[config.mk]
export PLATFORM = sky130hd
export DESIGN_NAME = sched_actor_wrap
export DESIGN_NICKNAME = d
export VERILOG_FILES = /design/src/rtl/actor_pkg.sv /design/src/rtl/tok_slot.sv /design/src/rtl/guard_eval.sv /design/src/rtl/sched_ctrl.sv /design/src/rtl/sched_actor_wrap.sv
export SDC_FILE = /design/constraint.sdc
export NUM_CORES = 1
export LEC_CHECK = 0
export BUFFER_PORTS_ARGS = -buffer_cell sky130_fd_sc_hd__buf_2
export CORE_ASPECT_RATIO = 0.5
export CORE_MARGIN = 8
export CORE_UTILIZATION = 35
export DETAILED_ROUTE_END_ITERATION = 8
export SYNTH_ARGS = -nofsm -noshare
export SYNTH_HDL_FRONTEND = slang
export SYNTH_HIERARCHICAL = 1
export SYNTH_SLANG_ARGS = --single-unit
export TNS_END_PERCENT = 30
[constraint.sdc]
create_clock -name clk -period 4.1 [get_ports clk]
set_input_delay 0.41 -clock clk [delete_from_list [all_inputs] [get_ports clk]]
set_output_delay 0.41 -clock clk [all_outputs]
set_load 0.01 [all_outputs]
[src/rtl/actor_pkg.sv]
package actor_pkg;
  localparam int NUM_IN = 3;
  localparam int IDX_SEL = 0;
  localparam int IDX_PA = 1;
  localparam int IDX_PB = 2;
  typedef logic [NUM_IN-1:0] presvec_t;
endpackage

[src/rtl/tok_slot.sv]
module tok_slot #(
  parameter int W = 8
) (
  input  logic         clk,
  input  logic         rst,
  input  logic         in_vld,
  output logic         in_rdy,
  input  logic [W-1:0] in_dat,
  output logic         out_vld,
  input  logic         out_pop,
  output logic [W-1:0] out_dat
);
  logic         full_q;
  logic [W-1:0] dat_q;

  always_ff @(posedge clk) begin
    if (rst) begin
      full_q <= 1'b0;
    end else if (in_vld && !full_q) begin
      full_q <= 1'b1;
    end else if (out_pop && full_q) begin
      full_q <= 1'b0;
    end
  end

  always_ff @(posedge clk) begin
    if (in_vld && !full_q) dat_q <= in_dat;
  end

  assign in_rdy  = !full_q;
  assign out_vld = full_q;
  assign out_dat = dat_q;

  // A held token is never changed or lost while nobody pops it
  assert_slot_hold_R3: assert property (@(posedge clk) disable iff (rst)
    (full_q && !out_pop) |=> (full_q && $stable(dat_q)));
endmodule

[src/rtl/guard_eval.sv]
module guard_eval #(
  parameter int W = 8
) (
  input  actor_pkg::presvec_t pres,
  input  logic                sel_raw,
  input  logic [W-1:0]        pa_raw,
  input  logic [W-1:0]        pb_raw,
  output logic                y_pres,
  output logic [W-1:0]        y_val
);
  import actor_pkg::*;
  logic         sel_v;
  logic [W-1:0] pa_v;
  logic [W-1:0] pb_v;

  // absent inputs are replaced by zero
  always_comb begin
    sel_v = pres[IDX_SEL] ? sel_raw : 1'b0;
    pa_v  = pres[IDX_PA]  ? pa_raw  : '0;
    pb_v  = pres[IDX_PB]  ? pb_raw  : '0;
    y_pres = pres[IDX_SEL] &&
             ((pres[IDX_PA] && sel_v) || (pres[IDX_PB] && !sel_v));
    y_val  = sel_v ? pa_v : pb_v;
  end
endmodule

[src/rtl/sched_ctrl.sv]
module sched_ctrl (
  input  actor_pkg::presvec_t tok_full,
  input  actor_pkg::presvec_t tok_val,
  input  actor_pkg::presvec_t dat_full,
  input  logic                out_free,
  input  logic                guard_ok,
  output logic                fire,
  output logic                pop_tok,
  output actor_pkg::presvec_t pop_dat,
  output logic                push_out,
  output logic                err_set
);
  logic all_tok;
  logic data_ok;

  always_comb begin
    all_tok  = &tok_full;
    data_ok  = &(~tok_val | dat_full);
    fire     = all_tok && data_ok && out_free;
    pop_tok  = fire;
    push_out = fire && guard_ok;
    err_set  = fire && !guard_ok;
    pop_dat  = push_out ? tok_val : '0;
  end
endmodule

[src/rtl/sched_actor_wrap.sv]
module sched_actor_wrap #(
  parameter int W = 8
) (
  input  logic         clk,
  input  logic         rst,
  input  logic         sel_dat,
  input  logic         sel_dat_vld,
  output logic         sel_dat_rdy,
  input  logic [W-1:0] pa_dat,
  input  logic         pa_dat_vld,
  output logic         pa_dat_rdy,
  input  logic [W-1:0] pb_dat,
  input  logic         pb_dat_vld,
  output logic         pb_dat_rdy,
  input  logic         sel_pres,
  input  logic         sel_pres_vld,
  output logic         sel_pres_rdy,
  input  logic         pa_pres,
  input  logic         pa_pres_vld,
  output logic         pa_pres_rdy,
  input  logic         pb_pres,
  input  logic         pb_pres_vld,
  output logic         pb_pres_rdy,
  output logic [W-1:0] res_dat,
  output logic         res_dat_vld,
  input  logic         res_dat_rdy,
  output logic         res_pres,
  output logic         res_pres_vld,
  input  logic         res_pres_rdy,
  output logic         guard_err
);
  import actor_pkg::*;

  presvec_t tin_vld, tin_val, tin_rdy, tok_full, tok_val;
  presvec_t dat_full, pop_dat;
  logic     fire, pop_tok, push_out, err_set;
  logic     y_pres;
  logic [W-1:0] y_val;
  logic     sel_q;
  logic [W-1:0] wide_in  [1:2];
  logic         wide_vld [1:2];
  logic         wide_rdy [1:2];
  logic [W-1:0] wide_q   [1:2];
  logic     od_rdy, op_rdy;
  logic     err_q;

  assign tin_vld = {pb_pres_vld, pa_pres_vld, sel_pres_vld};
  assign tin_val = {pb_pres, pa_pres, sel_pres};
  assign {pb_pres_rdy, pa_pres_rdy, sel_pres_rdy} = tin_rdy;

  // presence slots, one per input
  for (genvar i = 0; i < NUM_IN; i++) begin : g_pres
    logic [0:0] q;
    tok_slot #(.W(1)) u_slot (
      .clk(clk), .rst(rst),
      .in_vld(tin_vld[i]), .in_rdy(tin_rdy[i]), .in_dat(tin_val[i]),
      .out_vld(tok_full[i]), .out_pop(pop_tok), .out_dat(q)
    );
    assign tok_val[i] = q[0];
  end

  // selector data slot
  tok_slot #(.W(1)) u_sel (
    .clk(clk), .rst(rst),
    .in_vld(sel_dat_vld), .in_rdy(sel_dat_rdy), .in_dat(sel_dat),
    .out_vld(dat_full[IDX_SEL]), .out_pop(pop_dat[IDX_SEL]), .out_dat(sel_q)
  );

  assign wide_in[1]  = pa_dat;
  assign wide_in[2]  = pb_dat;
  assign wide_vld[1] = pa_dat_vld;
  assign wide_vld[2] = pb_dat_vld;
  assign pa_dat_rdy  = wide_rdy[1];
  assign pb_dat_rdy  = wide_rdy[2];

  // wide data slots
  for (genvar j = 1; j < NUM_IN; j++) begin : g_dat
    tok_slot #(.W(W)) u_slot (
      .clk(clk), .rst(rst),
      .in_vld(wide_vld[j]), .in_rdy(wide_rdy[j]), .in_dat(wide_in[j]),
      .out_vld(dat_full[j]), .out_pop(pop_dat[j]), .out_dat(wide_q[j])
    );
  end

  guard_eval #(.W(W)) u_guard (
    .pres(tok_val), .sel_raw(sel_q), .pa_raw(wide_q[1]), .pb_raw(wide_q[2]),
    .y_pres(y_pres), .y_val(y_val)
  );

  sched_ctrl u_sched (
    .tok_full(tok_full), .tok_val(tok_val), .dat_full(dat_full),
    .out_free(od_rdy && op_rdy), .guard_ok(y_pres),
    .fire(fire), .pop_tok(pop_tok), .pop_dat(pop_dat),
    .push_out(push_out), .err_set(err_set)
  );

  // result slots
  tok_slot #(.W(W)) u_res_dat (
    .clk(clk), .rst(rst),
    .in_vld(push_out), .in_rdy(od_rdy), .in_dat(y_val),
    .out_vld(res_dat_vld), .out_pop(res_dat_rdy), .out_dat(res_dat)
  );

  tok_slot #(.W(1)) u_res_pres (
    .clk(clk), .rst(rst),
    .in_vld(push_out), .in_rdy(op_rdy), .in_dat(y_pres),
    .out_vld(res_pres_vld), .out_pop(res_pres_rdy), .out_dat(res_pres)
  );

  always_ff @(posedge clk) begin
    if (rst) err_q <= 1'b0;
    else if (err_set) err_q <= 1'b1;
  end
  assign guard_err = err_q;

  // a result appears only after every presence slot was full
  assert_fire_all_pres_R1: assert property (@(posedge clk) disable iff (rst)
    $rose(res_pres_vld) |-> $past(!sel_pres_rdy && !pa_pres_rdy && !pb_pres_rdy));

  // result data and result presence are placed together
  assert_pair_push_R6: assert property (@(posedge clk) disable iff (rst)
    $rose(res_dat_vld) |-> $rose(res_pres_vld));

  // the error flag never clears on its own
  assert_err_sticky_R7: assert property (@(posedge clk) disable iff (rst)
    $past(guard_err) |-> guard_err);

  // a no-guard reaction places no result
  assert_err_no_push_R7: assert property (@(posedge clk) disable iff (rst)
    $rose(guard_err) |-> !$rose(res_pres_vld));
endmodule

# Yosys cells after proc, flatten, opt, wreduce, memory -nomap -nowiden
# Index checks and enable logic that the tools add are counted.
# word_totals
reg_bits	38
inputBits	30
output_inout_bits	18
word_cells	85
# op_classes
n_mux	21
bitwise	2
n_reduce_logical	45
# op_table
op	n
$logic_and 1x1->1	24
$mux 8	3
$mux 1	17
$reduce_bool 2->1	8
$logic_not 1->1	10
$reduce_and 3->1	2
$mux 3	1
$not 3->3	1
$or 3x3->3	1
$logic_or 1x1->1	1

# Depth between registers and ports, before layout
# logic_depth
ltp_word	10
ltp_mapped	7
mapped_depth_nobuf	6

# By module
# Netlist, hierarchy kept.
# modules_own_cells
mod	n_inst	cells_each	area_per_inst_um2	seq_area_each_um2
tok_slot (g_dat[1].u_slot ...)	3	13	284.0	260.2
tok_slot (g_pres[0].u_slot ...)	5	6	73.8	50.0
guard_eval	1	32	215.2	0.0
sched_ctrl	1	14	83.8	0.0
sched_actor_wrap	1	3	36.3	20.0

# Worst setup path before layout
# No wires, ideal clock.
# synth_path
path_kind	reg2reg
from	register u_sel.dat_q, in the netlist u_sel/out_dat
to	register u_res_dat.dat_q[0], in the netlist u_res_dat/out_dat[0] (enable)
setup_ns	0.309
arrival_time_ns	1.456
required_time_ns	3.791
setup_slack_ns	2.335
path_stages_with_launch	7
path_buffers	1
period_less_slack_ns	1.765
path_cell_list	edfxtp_1 > buf_6 > mux2i_1 > nor2b_1 > inv_1 > nor3_1 > and2b_2
# synth_between
elab_chain_cells	7
elab_cells_between_ends	8
cone_classes	mux: 1; reduce/logical: 7
# synth_lines
item	line_no	source
from (decl)	tok_slot.sv:14	logic [W-1:0] dat_q;
from (signal assigned)	tok_slot.sv:27	if (in_vld && !full_q) dat_q <= in_dat;
$mux 1 (*)	guard_eval.sv:18	sel_v = pres[IDX_SEL] ? sel_raw : 1'b0;
$logic_not 1->1	guard_eval.sv:22	((pres[IDX_PA] && sel_v) || (pres[IDX_PB] && !sel_v));
$logic_and 1x1->1	guard_eval.sv:22	
$logic_or 1x1->1 (*)	guard_eval.sv:22	
$logic_and 1x1->1 (*)	guard_eval.sv:21	y_pres = pres[IDX_SEL] &&
via y_pres	sched_actor_wrap.sv:37	logic y_pres;
$logic_and 1x1->1 (*)	sched_ctrl.sv:21	push_out = fire && guard_ok;
via push_out	sched_actor_wrap.sv:36	logic fire, pop_tok, push_out, err_set;
$logic_and 1x1->1 (*)	tok_slot.sv:27	
to (signal assigned)	tok_slot.sv:27	
to (decl)	tok_slot.sv:14	
# The timed path passes the listed nets; every way through them passes the cells marked *.
# A chain may end at the register's enable or synchronous reset.

# Final worst setup path
# layout_path
from	register u_sel.dat_q, in the netlist u_sel/out_dat
to	register u_res_dat.dat_q[1], in the netlist u_res_dat/out_dat[1] (enable)
# The elaborated chain is that of the path after synthesis.

==> summary.md <==
| Metric | Value |
|---|---|
| Grt ovf | `0` |
| Post-Syn Instances | `118` |
| Worst Setup Slack, final | `2010 ps` |
| Area Growth Syn to Fin | `24.0%` |
| CTS tree | `done` |
| Post-CTS Setup Bufs | `0` |
| EDFF count, synth | `29` |
| Most common cell in the synthesized netlist | `edfxtp_1` |
| RR Startpoint | `u_sel/out_dat` |
| Hold Violations, Final | `0` |
| Crit path capture type | `flop` |
| ANT nets after route | `0` |
| Final WL | `3030 um` |
| Clk_lat worst skew | `a little under 300 ps` |
| Core area | `4340 um^2` |
| Register bit total from synthesis | `38` |
| Fin. max-slew vios | `0` |
| Area leader, netlist | `edfxtp_1` |
| CP peak stage delay | `about 530 ps` |
| Final worst path period need | `2090 ps` |
| Final hold slack | `292 ps` |
| Die area | `6970 um^2` |
| Met3 wire length | `181 um` |
| CTS clk-pin slew, worst paths | `70 ps` |
| # rows | `17` |
| Port bufs | `47` |
| Hold-fix buffers, CTS | `0` |
| GRT Util Overall | `9.12%` |
| Critical-path cell list | `mux2i_1 > nor2b_1 > inv_1 > nor3_1 > and2b_2` |
| Logic pwr share | `6.7%` |
| Chip height | `between 60 and 70 um` |
| Synth Area per Inst | `13.2 um^2` |
| WP data arrival | `2080 ps` |
| WL per Instance | `13.5 um` |
| Post-synthesis cell area | `1560 um^2` |
| # resized after CTS | `0` |
| Hold path cells | `1` |
| Unique cell type count in the Yosys netlist | `22` |
| DP Wirelength | `2430 um` |
| Post-route setup TNS | `0 ps` |
| Clk sinks | `38` |
| Maximum level of the CTS H-tree | `2` |
| CP startpoint kind | `flop` |
| Leak Pwr | `around 0.00076 uW` |
| Reg2Reg Depth | `5` |
| Vias in the first global route | `roughly 1.0k` |
| Status | `complete, no violations` |
| TritonCTS buffer count | `5` |
| Critical path peak fanout | `10` |
| Async SR Flop Fraction | `0%` |
| RSZ-0062 raised after global routing | `no` |
| Max cap viols | `0` |
| Reg-to-reg endpoint | `u_res_dat/out_dat[1]` |
| Fin nets | `196` |
| Top cell type's share of synthesized area | `between 50% and 60%` |
| Via density per instance | `4.44` |
| Worst clock skew | `4.06 ps` |
| Pwr dens | `around 420 nW/um^2` |
| ANT cells | `0` |
| Hold Startpoint | `pb_dat[7]` |
| Max Clk Rate | `between 400 and 500 MHz` |
| Overall power | `813 uW` |
| Kind of critical path | `reg -> reg` |
| Clk root buf | `clkbuf_8` |
| Worst hold path class | `in -> reg` |
| Hold endpoint | `g_dat[2].u_slot/out_dat[7]` |
| Pre-CTS setup slack | `2020 ps` |
| DR pass1 iterations | `4` |
| I/O Pins | `48` |
| Setup Viol. Count Final | `0` |
| Highest routed layer | `met4` |
| Synth Flop Type | `edfxtp_1` |
| Slew headroom | `between 70% and 80%` |
| Initial core utilization | `35.9%` |
| FF-to-FF setup slack | `2010 ps` |
| Initial antenna violation count | `0` |
| GP Congestion | `0.736` |
| Top area cells in the synthesized netlist | `edfxtp_1 (56%), dfxtp_1 (12%), and2b_2 (4.5%), o21ai_2 (4.5%), a211oi_1 (3.9%)` |
| Worst Path Required | `4090 ps` |
| First-pass GRT wire length | `~4800 um` |
| Worst VDD drop | `0.159 mV` |
| Int Power | `640 uW` |
| Sequential element share of the synthesized area | `approximately two thirds` |
| Sequential cell fraction of total power | `54.9%` |
| Slowest stage cell, crit path | `edfxtp_1` |
| Sw Ratio | `about a fifth` |
| Worst slew pin tran | `391 ps` |
| Total number of vias | `994` |
| Tcrit/Tclk final | `51.0%` |
| Longest Clk Path Bufs | `2` |
| Largest net degree at the start of global routing | `14` |
| Post-synthesis net count | `148` |
| DR WL met2 | `1460 um` |
| YS warnings | `6` |
| DRC Markers | `0` |
| Layout cell share with drive strength beyond 1 | `45.5%` |
| Net switching power | `172 uW` |
| DRT iter0 DRCs | `19` |
| M1 WL | `approximately 1300 um` |
| Clock power share | `38.3%` |
| Die Width | `110 um` |
-- kinds of logic (layout without fill, tap and decap cells) --
family,after synthesis,after routing,synth area share [%]
muxes,1,1,0.643
and+or+nand+nor,44,44,16.2
DFF,38,38,67.5
AOI/OAI and AO/OA,18,18,9.97
buffers and inverters,17,66,5.71
-- layout make-up --
type                    instances  area, um^2
clock buffers                   5        68.8
clock inverters                 3        45.0
fillers                       428        2410
inverters                      11        41.3
multi-input cells              63         417
flip-flops and latches         38        1050
well taps                      57        71.3
repair buffers                 47         235
-- worst max path at each step --
stage	end	slack, ps	startpoint	depth (start not counted)
3_3_place_gp	u_res_dat/out_dat[0]	2160	u_sel/out_dat	5
3_5_place_dp	u_res_dat/out_dat[3]	2020	u_sel/out_dat	5
2_1_floorplan	u_res_dat/out_dat[0]	2330	u_sel/out_dat	6
6_report	u_res_dat/out_dat[1]	2010	u_sel/out_dat	5
4_1_cts	u_res_dat/out_dat[3]	1990	u_sel/out_dat	5
5_1_grt	u_res_dat/out_dat[5]	1810	u_sel/out_dat	5
-- sequential cells by signal (all words and copies together), names as in the netlist --
name                   cells
u_res_pres/out_dat         1
u_sel/out_dat              1
u_res_dat/out_vld          1
u_res_dat/out_dat          8
u_res_pres/out_vld         1
g_pres.u_slot/out_vld      3
u_sel/out_vld              1
g_pres.u_slot/out_dat      3
g_dat.u_slot/out_vld       2
guard_err                  1
g_dat.u_slot/out_dat      16
-- worst max-delay path, delay by kind of cell (launching register included) --
family,cells,cell delay [ps]
DFF,1,530
buffers and inverters,1,120
muxes,1,170
and+or+nand+nor,3,980
-- placed cells by master (no fill, tap or decap), drive strengths merged --
cell type,Yosys,layout
buf,6,47
edfxtp,29,29
inv,11,11
nor2,9,9
dfxtp,9,9
nand2,9,9
nand4,9,9
and2b,8,8
a211oi,8,8
o21ai,8,8
clkbuf,0,5
nor3,3,3
clkinvlp,0,2
nor4,2,2
and2,2,2
o21ba,1,1
bufinv,0,1
mux2i,1,1
nor2b,1,1
nand2b,1,1
o221ai,1,1
-- power groups by stage --
| stage | Sequential, uW | Combinational (uW) | Clock (uW) |
|---|---|---|---|
| floorplan | 448 | 38.0 | 0 |
| global placement | 455 | 54.4 | 0 |
| detailed placement | 455 | 55.9 | 0 |
| CTS | 446 | 55.9 | 322 |
| global route | 449 | 60.8 | 336 |
| finish | 446 | 54.8 | 311 |
-- per-stage QoR --
step,cell area [um^2],instances,util [%]
final,1930,224,44.5
after CTS,1930,224,44.5
after detailed placement,1820,216,41.8
after floorplan,1560,118,-
after global routing,1930,224,44.5
after global placement,1820,216,41.8
-- routing by layer --
metal	vias up	global-route usage, %
met5	-	0
met4	0	5.93
met3	8	3.65
met2	22	14.3
met1	443	9.99
li1	521	-
(Power assumes the default switching activity.)
